[src/rtl/sem_pkg.sv]
package sem_pkg;
    localparam int VIEW_W = 4;
    localparam logic [VIEW_W-1:0] VIEW_RAW    = 4'd0;
    localparam logic [VIEW_W-1:0] VIEW_PV_WAIT = 4'd4;
    localparam logic [VIEW_W-1:0] VIEW_PV_POLL = 4'd5;

    typedef enum logic [1:0] {
        RSP_IDLE   = 2'd0,
        RSP_DATA   = 2'd1,
        RSP_PARKED = 2'd2
    } rsp_state_e;
endpackage

[src/rtl/sem_op_decode.sv]
module sem_op_decode
    import sem_pkg::*;
(
    input  logic              queue_mode_i,
    input  logic [VIEW_W-1:0] view_i,
    input  logic              rd_i,
    input  logic              wr_i,
    output logic              take_o,
    output logic              give_o,
    output logic              wait_o,
    output logic              raw_rd_o
);
    logic pv_view;

    always_comb begin
        pv_view  = (view_i == VIEW_PV_WAIT) || (view_i == VIEW_PV_POLL);
        take_o   = rd_i && pv_view && !queue_mode_i;
        give_o   = wr_i && pv_view && !queue_mode_i;
        wait_o   = (view_i == VIEW_PV_WAIT);
        raw_rd_o = rd_i && (view_i == VIEW_RAW);
    end
endmodule

[src/rtl/sem_counter.sv]
module sem_counter #(
    parameter int CNT_W = 16
) (
    input  logic             clk,
    input  logic             rst_n,
    input  logic             take_i,
    input  logic             give_i,
    input  logic             wait_i,
    output logic [CNT_W-1:0] cnt_o,
    output logic [CNT_W-1:0] seen_o,
    output logic             park_o
);
    localparam logic [CNT_W-1:0] CNT_MAX = {CNT_W{1'b1}};

    logic [CNT_W-1:0] cnt_q;
    logic [CNT_W-1:0] after_give;
    logic [CNT_W-1:0] cnt_d;

    always_comb begin
        after_give = (give_i && cnt_q != CNT_MAX) ? cnt_q + 1'b1 : cnt_q;
        cnt_d      = (take_i && after_give != '0) ? after_give - 1'b1 : after_give;
        park_o     = take_i && wait_i && (after_give == '0);
    end

    always_ff @(posedge clk) begin
        if (!rst_n) cnt_q <= '0;
        else        cnt_q <= cnt_d;
    end

    assign cnt_o  = cnt_q;
    assign seen_o = after_give;

    a_r5_saturate: assert property (@(posedge clk) disable iff (!rst_n)
        (give_i && !take_i && cnt_q == CNT_MAX) |=> cnt_q == CNT_MAX);
    a_r3_no_underflow: assert property (@(posedge clk) disable iff (!rst_n)
        (cnt_q == '0 && !give_i) |=> cnt_q == '0);
    a_r2_take_one: assert property (@(posedge clk) disable iff (!rst_n)
        (take_i && !give_i && cnt_q != '0) |=> cnt_q == $past(cnt_q) - 1'b1);
endmodule

[src/rtl/sem_park_set.sv]
module sem_park_set #(
    parameter int ID_W = 6
) (
    input  logic                 clk,
    input  logic                 rst_n,
    input  logic                 give_i,
    input  logic                 park_i,
    input  logic [ID_W-1:0]      id_i,
    output logic                 wake_o,
    output logic [(1<<ID_W)-1:0] wake_set_o
);
    localparam int SET_W = 1 << ID_W;

    logic [SET_W-1:0] set_q;
    logic [SET_W-1:0] set_d;

    always_comb begin
        set_d = give_i ? '0 : set_q;
        if (park_i) set_d = set_d | (SET_W'(1) << id_i);
    end

    always_ff @(posedge clk) begin
        if (!rst_n) begin
            set_q      <= '0;
            wake_o     <= 1'b0;
            wake_set_o <= '0;
        end else begin
            set_q      <= set_d;
            wake_o     <= give_i && (set_q != '0);
            wake_set_o <= give_i ? set_q : '0;
        end
    end

    a_r6_release_clears: assert property (@(posedge clk) disable iff (!rst_n)
        give_i |=> set_q == '0);
    a_r6_wake_nonempty: assert property (@(posedge clk) disable iff (!rst_n)
        wake_o |-> wake_set_o != '0);
    a_r4_parked_bit: assert property (@(posedge clk) disable iff (!rst_n)
        (park_i && !give_i) |=> set_q[$past(id_i)]);
endmodule

[src/rtl/sem_cell.sv]
module sem_cell
    import sem_pkg::*;
#(
    parameter int CNT_W = 16,
    parameter int ID_W  = 6
) (
    input  logic                 clk,
    input  logic                 rst_n,
    input  logic                 queue_mode_i,
    input  logic [3:0]           view_i,
    input  logic                 rd_i,
    input  logic                 wr_i,
    input  logic [ID_W-1:0]      req_id_i,
    output logic                 rsp_valid_o,
    output logic [CNT_W-1:0]     rsp_data_o,
    output logic                 parked_o,
    output logic                 wake_o,
    output logic [(1<<ID_W)-1:0] wake_set_o
);
    logic             take, give, wait_view, raw_rd, park;
    logic [CNT_W-1:0] cnt, seen, rdata_c;
    rsp_state_e       state_q, state_d;
    logic [CNT_W-1:0] data_q;

    sem_op_decode u_dec (
        .queue_mode_i(queue_mode_i), .view_i(view_i), .rd_i(rd_i), .wr_i(wr_i),
        .take_o(take), .give_o(give), .wait_o(wait_view), .raw_rd_o(raw_rd)
    );

    sem_counter #(.CNT_W(CNT_W)) u_cnt (
        .clk(clk), .rst_n(rst_n), .take_i(take), .give_i(give), .wait_i(wait_view),
        .cnt_o(cnt), .seen_o(seen), .park_o(park)
    );

    sem_park_set #(.ID_W(ID_W)) u_park (
        .clk(clk), .rst_n(rst_n), .give_i(give), .park_i(park), .id_i(req_id_i),
        .wake_o(wake_o), .wake_set_o(wake_set_o)
    );

    always_comb begin
        if (raw_rd)    rdata_c = cnt;
        else if (take) rdata_c = seen;
        else           rdata_c = '0;
        if (!rd_i)     state_d = RSP_IDLE;
        else if (park) state_d = RSP_PARKED;
        else           state_d = RSP_DATA;
    end

    always_ff @(posedge clk) begin
        if (!rst_n) begin
            state_q <= RSP_IDLE;
            data_q  <= '0;
        end else begin
            state_q <= state_d;
            data_q  <= (state_d == RSP_DATA) ? rdata_c : '0;
        end
    end

    always_comb begin
        rsp_valid_o = 1'b0;
        parked_o    = 1'b0;
        rsp_data_o  = '0;
        unique case (state_q)
            RSP_IDLE:   ;
            RSP_DATA:   begin rsp_valid_o = 1'b1; rsp_data_o = data_q; end
            RSP_PARKED: parked_o = 1'b1;
            default:    ;
        endcase
    end

    a_r4_exclusive: assert property (@(posedge clk) disable iff (!rst_n)
        $onehot0({rsp_valid_o, parked_o}));
    a_r1_quiet_no_read: assert property (@(posedge clk) disable iff (!rst_n)
        !rd_i |=> !rsp_valid_o && !parked_o);
    a_r8_queue_freeze: assert property (@(posedge clk) disable iff (!rst_n)
        queue_mode_i |=> cnt == $past(cnt));
endmodule

[config.mk]
export PLATFORM = sky130hd
export DESIGN_NAME = sem_cell
export DESIGN_NICKNAME = d
export VERILOG_FILES = /design/src/rtl/sem_pkg.sv /design/src/rtl/sem_op_decode.sv /design/src/rtl/sem_counter.sv /design/src/rtl/sem_park_set.sv /design/src/rtl/sem_cell.sv
export SDC_FILE = /design/constraint.sdc
export NUM_CORES = 1
export LEC_CHECK = 0
export BUFFER_PORTS_ARGS = -buffer_cell sky130_fd_sc_hd__buf_2
export CAP_MARGIN = 20
export CELL_PAD_IN_SITES_DETAIL_PLACEMENT = 2
export CELL_PAD_IN_SITES_GLOBAL_PLACEMENT = 2
export CORE_MARGIN = 10
export CORE_UTILIZATION = 38
export DETAILED_ROUTE_END_ITERATION = 7
export HOLD_SLACK_MARGIN = 0.12
export PLACE_DENSITY_LB_ADDON = 0.05
export SLEW_MARGIN = 10
export SYNTH_ARGS = -nofsm -noshare
export SYNTH_HDL_FRONTEND = slang
export SYNTH_HIERARCHICAL = 1
export SYNTH_SLANG_ARGS = --single-unit
export TNS_END_PERCENT = 5
[constraint.sdc]
create_clock -name clk -period 6.9 [get_ports clk]
set_input_delay 1.38 -clock clk [delete_from_list [all_inputs] [get_ports clk]]
set_output_delay 1.38 -clock clk [all_outputs]
set_load 0.01 [all_outputs]
==> reports/results.ini, run 1 <==
[timing]
timing.slew.headroom_pct = 35.9
fin_crit_sh_pct = 72.0
max_clock_freq_mhz = 201
finalCriticalPeriod_ns = 4.97
setup_ws_ns = 1.93
skew_ns = 0.0115
fin_hold_ws_ns = 0.484
rsz0062_at_grt = no
setup_tns_ns = 0
worst_slew_pin_slew_ns = 0.961
final_hold_viol_count = 0
drv_slew = 0
setup_viol = 0

[final_layout]
nFillCells = 1962
multi_input_area_um2 = 3310
postLayoutCoreUtil_pct = 44.8
seq_area_um2 = 3260
num_antenna_cells = 0
drive_gt1_share_pct = 20.7
syn_to_final_growth_pct = 15.6
num-nets-final = 823

[global_routing]
antenna_found_initial = 0
grt_pass1_vias = 6590
grt_max_degree = 90
grt_first_pass_wirelength_um = 38300
grt-ovfl-total = 0
grt_use_total_pct = 20.1

[cts]
cts.sinks = 163
clock_path_buffers = 2
clk_latency_ns = 0.42
htree_levels = 4
cts_resized = 0
cts-buffers-inserted = 17
hold_buffers = 0
cts.reportedPaths.clkPinSlew_ns = 0.07
post-cts-setup-buffers = 0
cts_tree = built
cts_root_buf = clkbuf_16

[worst_setup_path]
cpMaxStageDelayCell = a21oi_1
crit_start = view_i[1]
crit_path_end = u_park/set_q[34]$_SDFF_PN0_
arrival_ns = 5.33
r2r-start = u_cnt/cnt_o[2]$_SDFF_PN0_
crit_type = in -> reg
end_kind = flip-flop
rrSetupSlack_ns = 2.48
worstPathCellList = buf_2, nor4b_2, and2_2, buf_4, and2_1, nand4b_1, a21oi_1, nand3_1, nor2_1, and3_1, nand3b_1, nor2_1, a22o_1, and2_1
worstPathRequired_ns = 7.26
critPathMaxFanout = 40
critPathLaunchType = primary input
slowest_delay_ns = 0.47
worstRegToRegCells = 12
r2r_end = u_park/set_q[34]$_SDFF_PN0_

[logic_synthesis]
synth_area_per_cell_um2 = 9.49
synth_edf_count = 0
synth_ff_type = dfxtp_1
ys_types = 71
synth_top_area_share_pct = 46.9
ys_seq_area_share_pct = 46.9
ys_warn_count = 6
ys_ff_latch = 163
async_flop_share_pct = 0
syn_nets = 751
yosysTopAreaCell = dfxtp_1
synth.area.top_cells = dfxtp_1 47%, and2_1 7.2%, o2bb2ai_1 5.7%
synthTopCellsByCount = 163 x dfxtp_1, 80 x and2_1, 62 x and3_1
synth.most_common_cell = dfxtp_1
syn_area_um2 = 6960
synth_cells = 733

[place]
dp_hpwl_um = 17800
io_buffers = 97
gp_congestion = 0.915
pre_cts_slack_ns = 1.60

[die]
die_h_um = 155
fp.dieW_um = 155
initial_utilization_pct = 38.7
core-area_um2 = 18000
placementRows = 49
io_pins = 98
die_area_um2 = 24100

[routing]
ant_nets = 0
via_per_inst = 5.64
dr.first_iter.drc_count = 259
avgRoutedWirePerCell_um = 23.6
dr.pass1.iters = 4
wl_um = 24700
drc = 0
via_count = 5903

[outcome]
status = finished, final reports clean

[pwr]
power.leakage_nw = 3.50
p_per_area_nw_per_um2 = 241
ir_drop_v = 0.000156

[run]
cap_violations = 0

[min_path]
worstHoldPathType = reg -> reg

==> critical path: cells and delay by family <==
family	cells	cell delay [ns]
AO/OA/AOI/OAI	2	0.65
buffers and inverters	2	0.50
AND/OR/NAND/NOR	10	2.77
==> flip-flops by register name, indices dropped and copies added, names as in the netlist <==
name and flops:
data_q 16, state_q 2, u_cnt/cnt_o 16, u_park/set_q 64, u_park/wake_o 1, u_park/wake_set_o 64
==> cells by family after synthesis <==
logic type	Yosys count	synth area share (%)
AOI/OAI and AO/OA	119	12.9
xor gates and xnor gates	11	1.49
adders and majority gates	3	0.539
buffers and inverters	67	5.54
DFF	163	46.9
muxes	13	1.89
and+or+nand+nor	357	30.7
==> metrics by stage <==
step,instance area [um2],total power [mW],instances
after floorplan,6960,1.01,733
after global placement,7450,1.03,1014
after detailed placement,7450,1.03,1014
after CTS,8030,1.96,1046
after global routing,8050,2.01,1047
final,8050,1.94,1047
==> layer usage <==
metal | vias up | global-route usage, % | share of wire [%]
met4 | 0 | 9.80 | 3.7
met5 | - | 0 | 0
met3 | 39 | 3.58 | 2.8
li1 | 2747 | - | -
met2 | 103 | 36.8 | 54
met1 | 3014 | 21.8 | 40
==> cell type report <==
cell class / count / area share [%]
multi-input combinational: 503 / 41.2
sequential: 163 / 40.6
timing repair buffer: 102 / 6.63
clock buffer: 19 / 5.51
tap: 229 / 3.56
clock inverter: 13 / 1.74
inverter: 18 / 0.840
==> layout by cell type, fill, tap and decap left out, drive strengths merged, types with 3 or more instances in the layout <==
cell / count
clkbuf: 19
inv: 24
o2bb2ai: 45
a211oi: 3
a31oi: 3
clkinvlp: 4
nand3b: 19
buf: 102
nand2b: 9
xnor2: 4
nor3: 6
nand3: 20
mux2i: 12
nor3b: 3
nor2: 23
or4: 3
or2: 9
xor2: 7
o21ai: 6
o22ai: 7
and3: 62
and2: 80
and4: 3
nor4: 23
a21boi: 4
nor2b: 13
a22o: 6
a21oi: 24
a22oi: 3
nand4: 16
nand2: 61
ha: 3
dfxtp: 163
==> worst min path at each step <==
stage	startpoint	endpoint	slack (ns)	cells past startpoint
5_1_grt	u_park/set_q[61]$_SDFF_PN0_	u_park/wake_set_o[61]$_SDFF_PN0_	0.50	2
6_report	u_park/set_q[60]$_SDFF_PN0_	u_park/wake_set_o[60]$_SDFF_PN0_	0.48	2
3_5_place_dp	u_park/set_q[61]$_SDFF_PN0_	u_park/wake_set_o[61]$_SDFF_PN0_	0.48	2
4_1_cts	u_park/set_q[61]$_SDFF_PN0_	u_park/wake_set_o[61]$_SDFF_PN0_	0.49	2
3_3_place_gp	u_park/set_q[61]$_SDFF_PN0_	u_park/wake_set_o[61]$_SDFF_PN0_	0.47	2
2_1_floorplan	u_park/set_q[62]$_SDFF_PN0_	u_park/wake_set_o[62]$_SDFF_PN0_	0.43	2
==> report_power, final <==
group          switching [mW]  internal (mW)  leakage (nW)  total, mW
sequential            0.00183          0.941          1.31      0.943
combinational          0.0502         0.0159          1.91     0.0661
clock                   0.414          0.519         0.272      0.932
No activity file was read; power rests on OpenSTA's default activity.
==> run 2, diff against run 1 <==
ABC_AREA = 1   (was not set)
CORE_UTILIZATION = 29   (was 38)
clock period = 4.47 ns   (was 6.9 ns; I/O delays follow)
==> run 2 against run 1 <==
Setup slack worse by 1.2 ns. First-iteration DRC count is 46% higher. Synthesized cell count is 39% higher. Combinational power is 130% higher. Via count is 13% higher.
==> reports/results.ini, run 2 <==
[cts]
clock_path_buffers = 2
cts.reportedPaths.clkPinSlew_ns = 0.08
cts-buffers-inserted = 17
hold_buffers = 0
cts.sinks = 163
cts_resized = 0
cts_root_buf = clkbuf_16
post-cts-setup-buffers = 0
htree_levels = 4
clk_latency_ns = 0.44
cts_tree = built

[routing]
via_count = 6641
via_per_inst = 4.57
dr.first_iter.drc_count = 379
avgRoutedWirePerCell_um = 17.6
drc = 0
wl_um = 25600
ant_nets = 0
dr.pass1.iters = 4

[place]
gp_congestion = 0.827
io_buffers = 97
place_inst = 1421
dp_hpwl_um = 19400

[logic_synthesis]
ys_types = 34
synth_edf_count = 0
synth_top_area_share_pct = 44.6
async_flop_share_pct = 0
yosysTopAreaCell = dfxtp_1
syn_nets = 1040
ys_warn_count = 6
synthTopCellsByCount = 264 x nand2_1, 198 x nor2_1, 163 x dfxtp_1
synth_cells = 1022
synth.area.top_cells = dfxtp_1 45%, nand2_1 14%, nor2_1 10%
synth_ff_type = dfxtp_1
ys_ff_latch = 163
ys_seq_area_share_pct = 44.6
synth_area_per_cell_um2 = 7.15
syn_area_um2 = 7310
synth.most_common_cell = nand2_1

[global_routing]
grt_pass1_vias = 6911
grt_max_degree = 39
grt_use_total_pct = 16.3
antenna_found_initial = 0
grt_first_pass_wirelength_um = 40500
grt-ovfl-total = 0

[final_layout]
syn_to_final_growth_pct = 18.3
reg_top3 = u_park/set_q: 64 flops, u_park/wake_set_o: 64 flops
final_common_cell = nand2_1
final_cell_mix = 263 x nand2_1, 196 x nor2_1, 163 x dfxtp_1, 117 x inv_1, 97 x buf_2
num_antenna_cells = 0
layout.cells.non_filler = 1453
drive_gt1_share_pct = 20.6
postLayoutCoreUtil_pct = 34.7
nFillCells = 2994
num-nets-final = 1128

[worst_setup_path]
critPathMaxFanout = 32
critPathLaunchType = flip-flop
crit_type = reg -> reg
end_kind = flip-flop
arrival_ns = 4.13
worstPathRequired_ns = 4.83

[timing]
max_clock_freq_mhz = 265
worst_slew_pin_slew_ns = 0.715
final_hold_viol_count = 0
setup_tns_ns = 0
timing.slew.headroom_pct = 52.3
drv_slew = 0
fin_crit_sh_pct = 84.5
setup_viol = 0
rsz0062_at_grt = no
fin_hold_ws_ns = 0.448
finalCriticalPeriod_ns = 3.78
skew_ns = 0.0187

[die]
placementRows = 58
initial_utilization_pct = 29.3
die_h_um = 179
fp.dieW_um = 179
die_area_um2 = 32000
core-area_um2 = 25000
io_pins = 98

[pwr]
power.leakage_nw = 3.49
p_per_area_nw_per_um2 = 357
ir_drop_v = 0.000185
finalPower_mw = 3.09

[min_path]
worstHoldPathType = reg -> reg

[outcome]
status = finished, final reports clean

[run]
cap_violations = 0

[run 2: changes by cell type after synthesis, sizes merged, moves of 56 or more]
cell   before  now
nor2       23  214
and2       80    0
and3       62    0
nand2      61  283
inv        18  124
a21oi      24   80
[run 2: critical path, stage by stage, from the launching register on]
cell,delay [ns]
dfxtp_1,0.52
ha_1,0.40
inv_2,0.08
nor2_4,0.20
nand2_4,0.11
o21ai_4,0.47
nand2_1,0.10
nand2_1,0.18
ha_1,0.19
nand2_1,0.09
nor2_4,0.15
nand2_4,0.10
nor2_1,0.27
inv_1,0.10
nor2_2,0.08
buf_4,0.34
nand4_1,0.15
a21oi_1,0.15
[run 2: layout make-up]
class | count | area (um2) | share of cell area (%)
Clock buffer | 18 | 439 | 5.08
Clock inverter | 14 | 154 | 1.78
Sequential cell | 163 | 3260 | 37.7
Timing Repair Buffer | 113 | 606 | 7.00
Inverter | 126 | 478 | 5.53
Tap cell | 330 | 413 | 4.77
Multi-Input combinational cell | 689 | 3300 | 38.1
[run 2: final timing paths]
check / from / to / slack [ns] / cells past startpoint
worst max-delay path: u_cnt/cnt_o[0]$_SDFF_PN0_ / u_park/set_q[23]$_SDFF_PN0_ / 0.69 / 17
worst min-delay path: u_park/set_q[58]$_SDFF_PN0_ / u_park/wake_set_o[58]$_SDFF_PN0_ / 0.45 / 2
worst max register to register: u_cnt/cnt_o[0]$_SDFF_PN0_ / u_park/set_q[23]$_SDFF_PN0_ / 0.69 / 17
worst min register to register: u_park/set_q[58]$_SDFF_PN0_ / u_park/wake_set_o[58]$_SDFF_PN0_ / 0.45 / 2
[run 2: cell families after synthesis]
family                   count (synthesis)  share of synthesized area [%]
XOR/XNOR                                10                           1.20
buffers and inverters                  170                           10.3
AND/OR/NAND/NOR                        572                           34.4
flip-flops                             163                           44.6
adder cells (fa/ha/maj)                  3                          0.514
AO/OA/AOI/OAI                          104                           8.95
[run 2: through the flow]
stage | worst slack (ns) | instance area, um2
final | 0.695 | 8650
after global placement | 0.641 | 8060
after floorplan | 1.08 | 7310
after CTS | 0.651 | 8650
after detailed placement | 0.505 | 8060
after global routing | 0.272 | 8650
[run 2: routing by layer]
layer  part of all wire, %  global-route usage, %
met5                     0                      0
met4                   1.0                   4.00
met3                   3.9                   2.99
met2                    42                   23.7
met1                    53                   24.1
[run 2: power breakdown]
group,switching (mW),total [mW],internal (mW)
clock,0.714,1.48,0.766
combinational,0.110,0.149,0.0388
sequential,0.00418,1.46,1.45
==> run 3, diff against run 2 <==
clock period = 3.35 ns   (was 4.47 ns; I/O delays follow)
==> run 3 against run 2 <==
Sequential share of layout area fell by 0.88 points. Core utilization rose by 0.83 points. Register-to-register slack got worse by 0.35 ns. Final area up 2.4%. Clock power up 32%. Fmax grew 26%. First-iteration DRC count down 9.2%.
==> reports/results.ini, run 3 (synthesized netlist as in run 2, its figures left out) <==
[timing]
worst_slew_pin_slew_ns = 0.791
rsz0062_at_grt = no
drv_slew = 0
finalCriticalPeriod_ns = 3.01
final_hold_viol_count = 0
setup_tns_ns = 0
setup_viol = 0
fin_crit_sh_pct = 89.7
timing.slew.headroom_pct = 47.2
skew_ns = 0.0154
max_clock_freq_mhz = 333
setup_ws_ns = 0.344

[place]
gp_congestion = 0.830
dp_hpwl_um = 19600
io_buffers = 97
pre_cts_slack_ns = 0.0960

[final_layout]
syn_to_final_growth_pct = 21.2
final_cell_mix = 263 x nand2_1, 196 x nor2_1, 163 x dfxtp_1, 117 x inv_1, 97 x buf_2
reg_top3 = u_park/set_q: 64 flops, u_park/wake_set_o: 64 flops
nFillCells = 3006
drive_gt1_share_pct = 22.0
seq_area_um2 = 3260
postLayoutCoreUtil_pct = 35.5
num_antenna_cells = 0
multi_input_area_um2 = 3300
final_common_cell = nand2_1
num-nets-final = 1148

[die]
fp.dieW_um = 179
io_pins = 98
core-area_um2 = 25000
initial_utilization_pct = 29.3
die_area_um2 = 32000
placementRows = 58
die_h_um = 179

[cts]
clock_path_buffers = 2
cts.sinks = 163
cts_root_buf = clkbuf_16
post-cts-setup-buffers = 0
cts_tree = built
cts.reportedPaths.clkPinSlew_ns = 0.08
cts-buffers-inserted = 17
htree_levels = 4
cts_resized = 0
clk_latency_ns = 0.44
hold_buffers = 0

[routing]
ant_nets = 0
drc = 0
dr.pass1.iters = 4
avgRoutedWirePerCell_um = 17.4
via_per_inst = 4.59
dr.first_iter.drc_count = 344
via_count = 6763
wl_um = 25600

[worst_setup_path]
crit_type = reg -> reg
slowest_delay_ns = 0.54
worstPathCellList = nand2_1, nor2_2, nand2_4, nor2_4, nor2_2, buf_4, nand2_1, nand2_1, nor2_1, nand2_2, nor2_4, nand2_4, nor2_1, inv_1, nor2_2, buf_12, nand4_1, a21oi_1
cpMaxStageDelayCell = dfxtp_1
worstPathRequired_ns = 3.70
arrival_ns = 3.35
critPathLaunchType = flip-flop
critPathMaxFanout = 32
end_kind = flip-flop

[min_path]
worstHoldPathType = reg -> reg

[pwr]
ir_drop_v = 0.000292
p_per_area_nw_per_um2 = 465
power.leakage_nw = 3.61

[run]
cap_violations = 0

[global_routing]
grtUsageMet1_pct = 24.1
use_met2_pct = 23.7
grt-busiest-layer = met1
grt_max_degree = 40
grt_pass1_vias = 7150
grt_use_total_pct = 16.3
met3_usage_pct = 3.33
grt_first_pass_wirelength_um = 41000
antenna_found_initial = 0
grt-ovfl-total = 0

[outcome]
status = finished, final reports clean

[run 3: final cells by class]
type | instances | area share, %
multi-input combinational | 689 | 37.2
sequential | 163 | 36.8
timing repair buffer | 133 | 9.10
inverter | 126 | 5.40
clock buffer | 18 | 4.96
tap | 330 | 4.66
clock inverter | 14 | 1.82
[run 3: report_power, final]
| group | internal, mW | switching (mW) | leakage [nW] |
|---|---|---|---|
| Combinational | 0.0607 | 0.151 | 2.01 |
| Sequential | 1.94 | 0.00439 | 1.31 |
| Clock | 1.02 | 0.941 | 0.290 |
| Total | 3.02 | 1.10 | 3.61 |
[run 3: path summary, 6_finish.rpt]
| check | endpoint | cells past startpoint | slack [ns] | from |
|---|---|---|---|---|
| worst max-delay path | u_park/set_q[15]$_SDFF_PN0_ | 18 | 0.34 | u_cnt/cnt_o[7]$_SDFF_PN0_ |
| worst min-delay path | u_park/wake_set_o[52]$_SDFF_PN0_ | 2 | 0.45 | u_park/set_q[52]$_SDFF_PN0_ |
| worst max register to register | u_park/set_q[15]$_SDFF_PN0_ | 18 | 0.34 | u_cnt/cnt_o[7]$_SDFF_PN0_ |
| worst min register to register | u_park/wake_set_o[52]$_SDFF_PN0_ | 2 | 0.45 | u_park/set_q[52]$_SDFF_PN0_ |
[run 3: critical path, delay by kind of cell (launching register included)]
kind                   cells  cell delay (ns)
flip-flops                 1             0.54
AO/OA/AOI/OAI              1             0.15
buffers and inverters      3             0.48
AND/OR/NAND/NOR           14             1.72
[run 3: layer usage]
layer	vias to the layer above	wire length, um
li1	3364	-
met1	3292	13400
met5	-	0
met4	0	161
met3	10	1170
met2	97	10800
[run 3: per-stage QoR]
step | power (mW) | std cells | instance area, um2 | hold WS [ns]
after floorplan | 2.13 | 1022 | 7310 | 0.422
after global placement | 2.20 | 1441 | 8260 | 0.438
after detailed placement | 2.20 | 1441 | 8260 | 0.441
after CTS | 4.18 | 1473 | 8860 | 0.453
after global routing | 4.29 | 1473 | 8860 | 0.481
final | 4.12 | 1473 | 8860 | 0.449
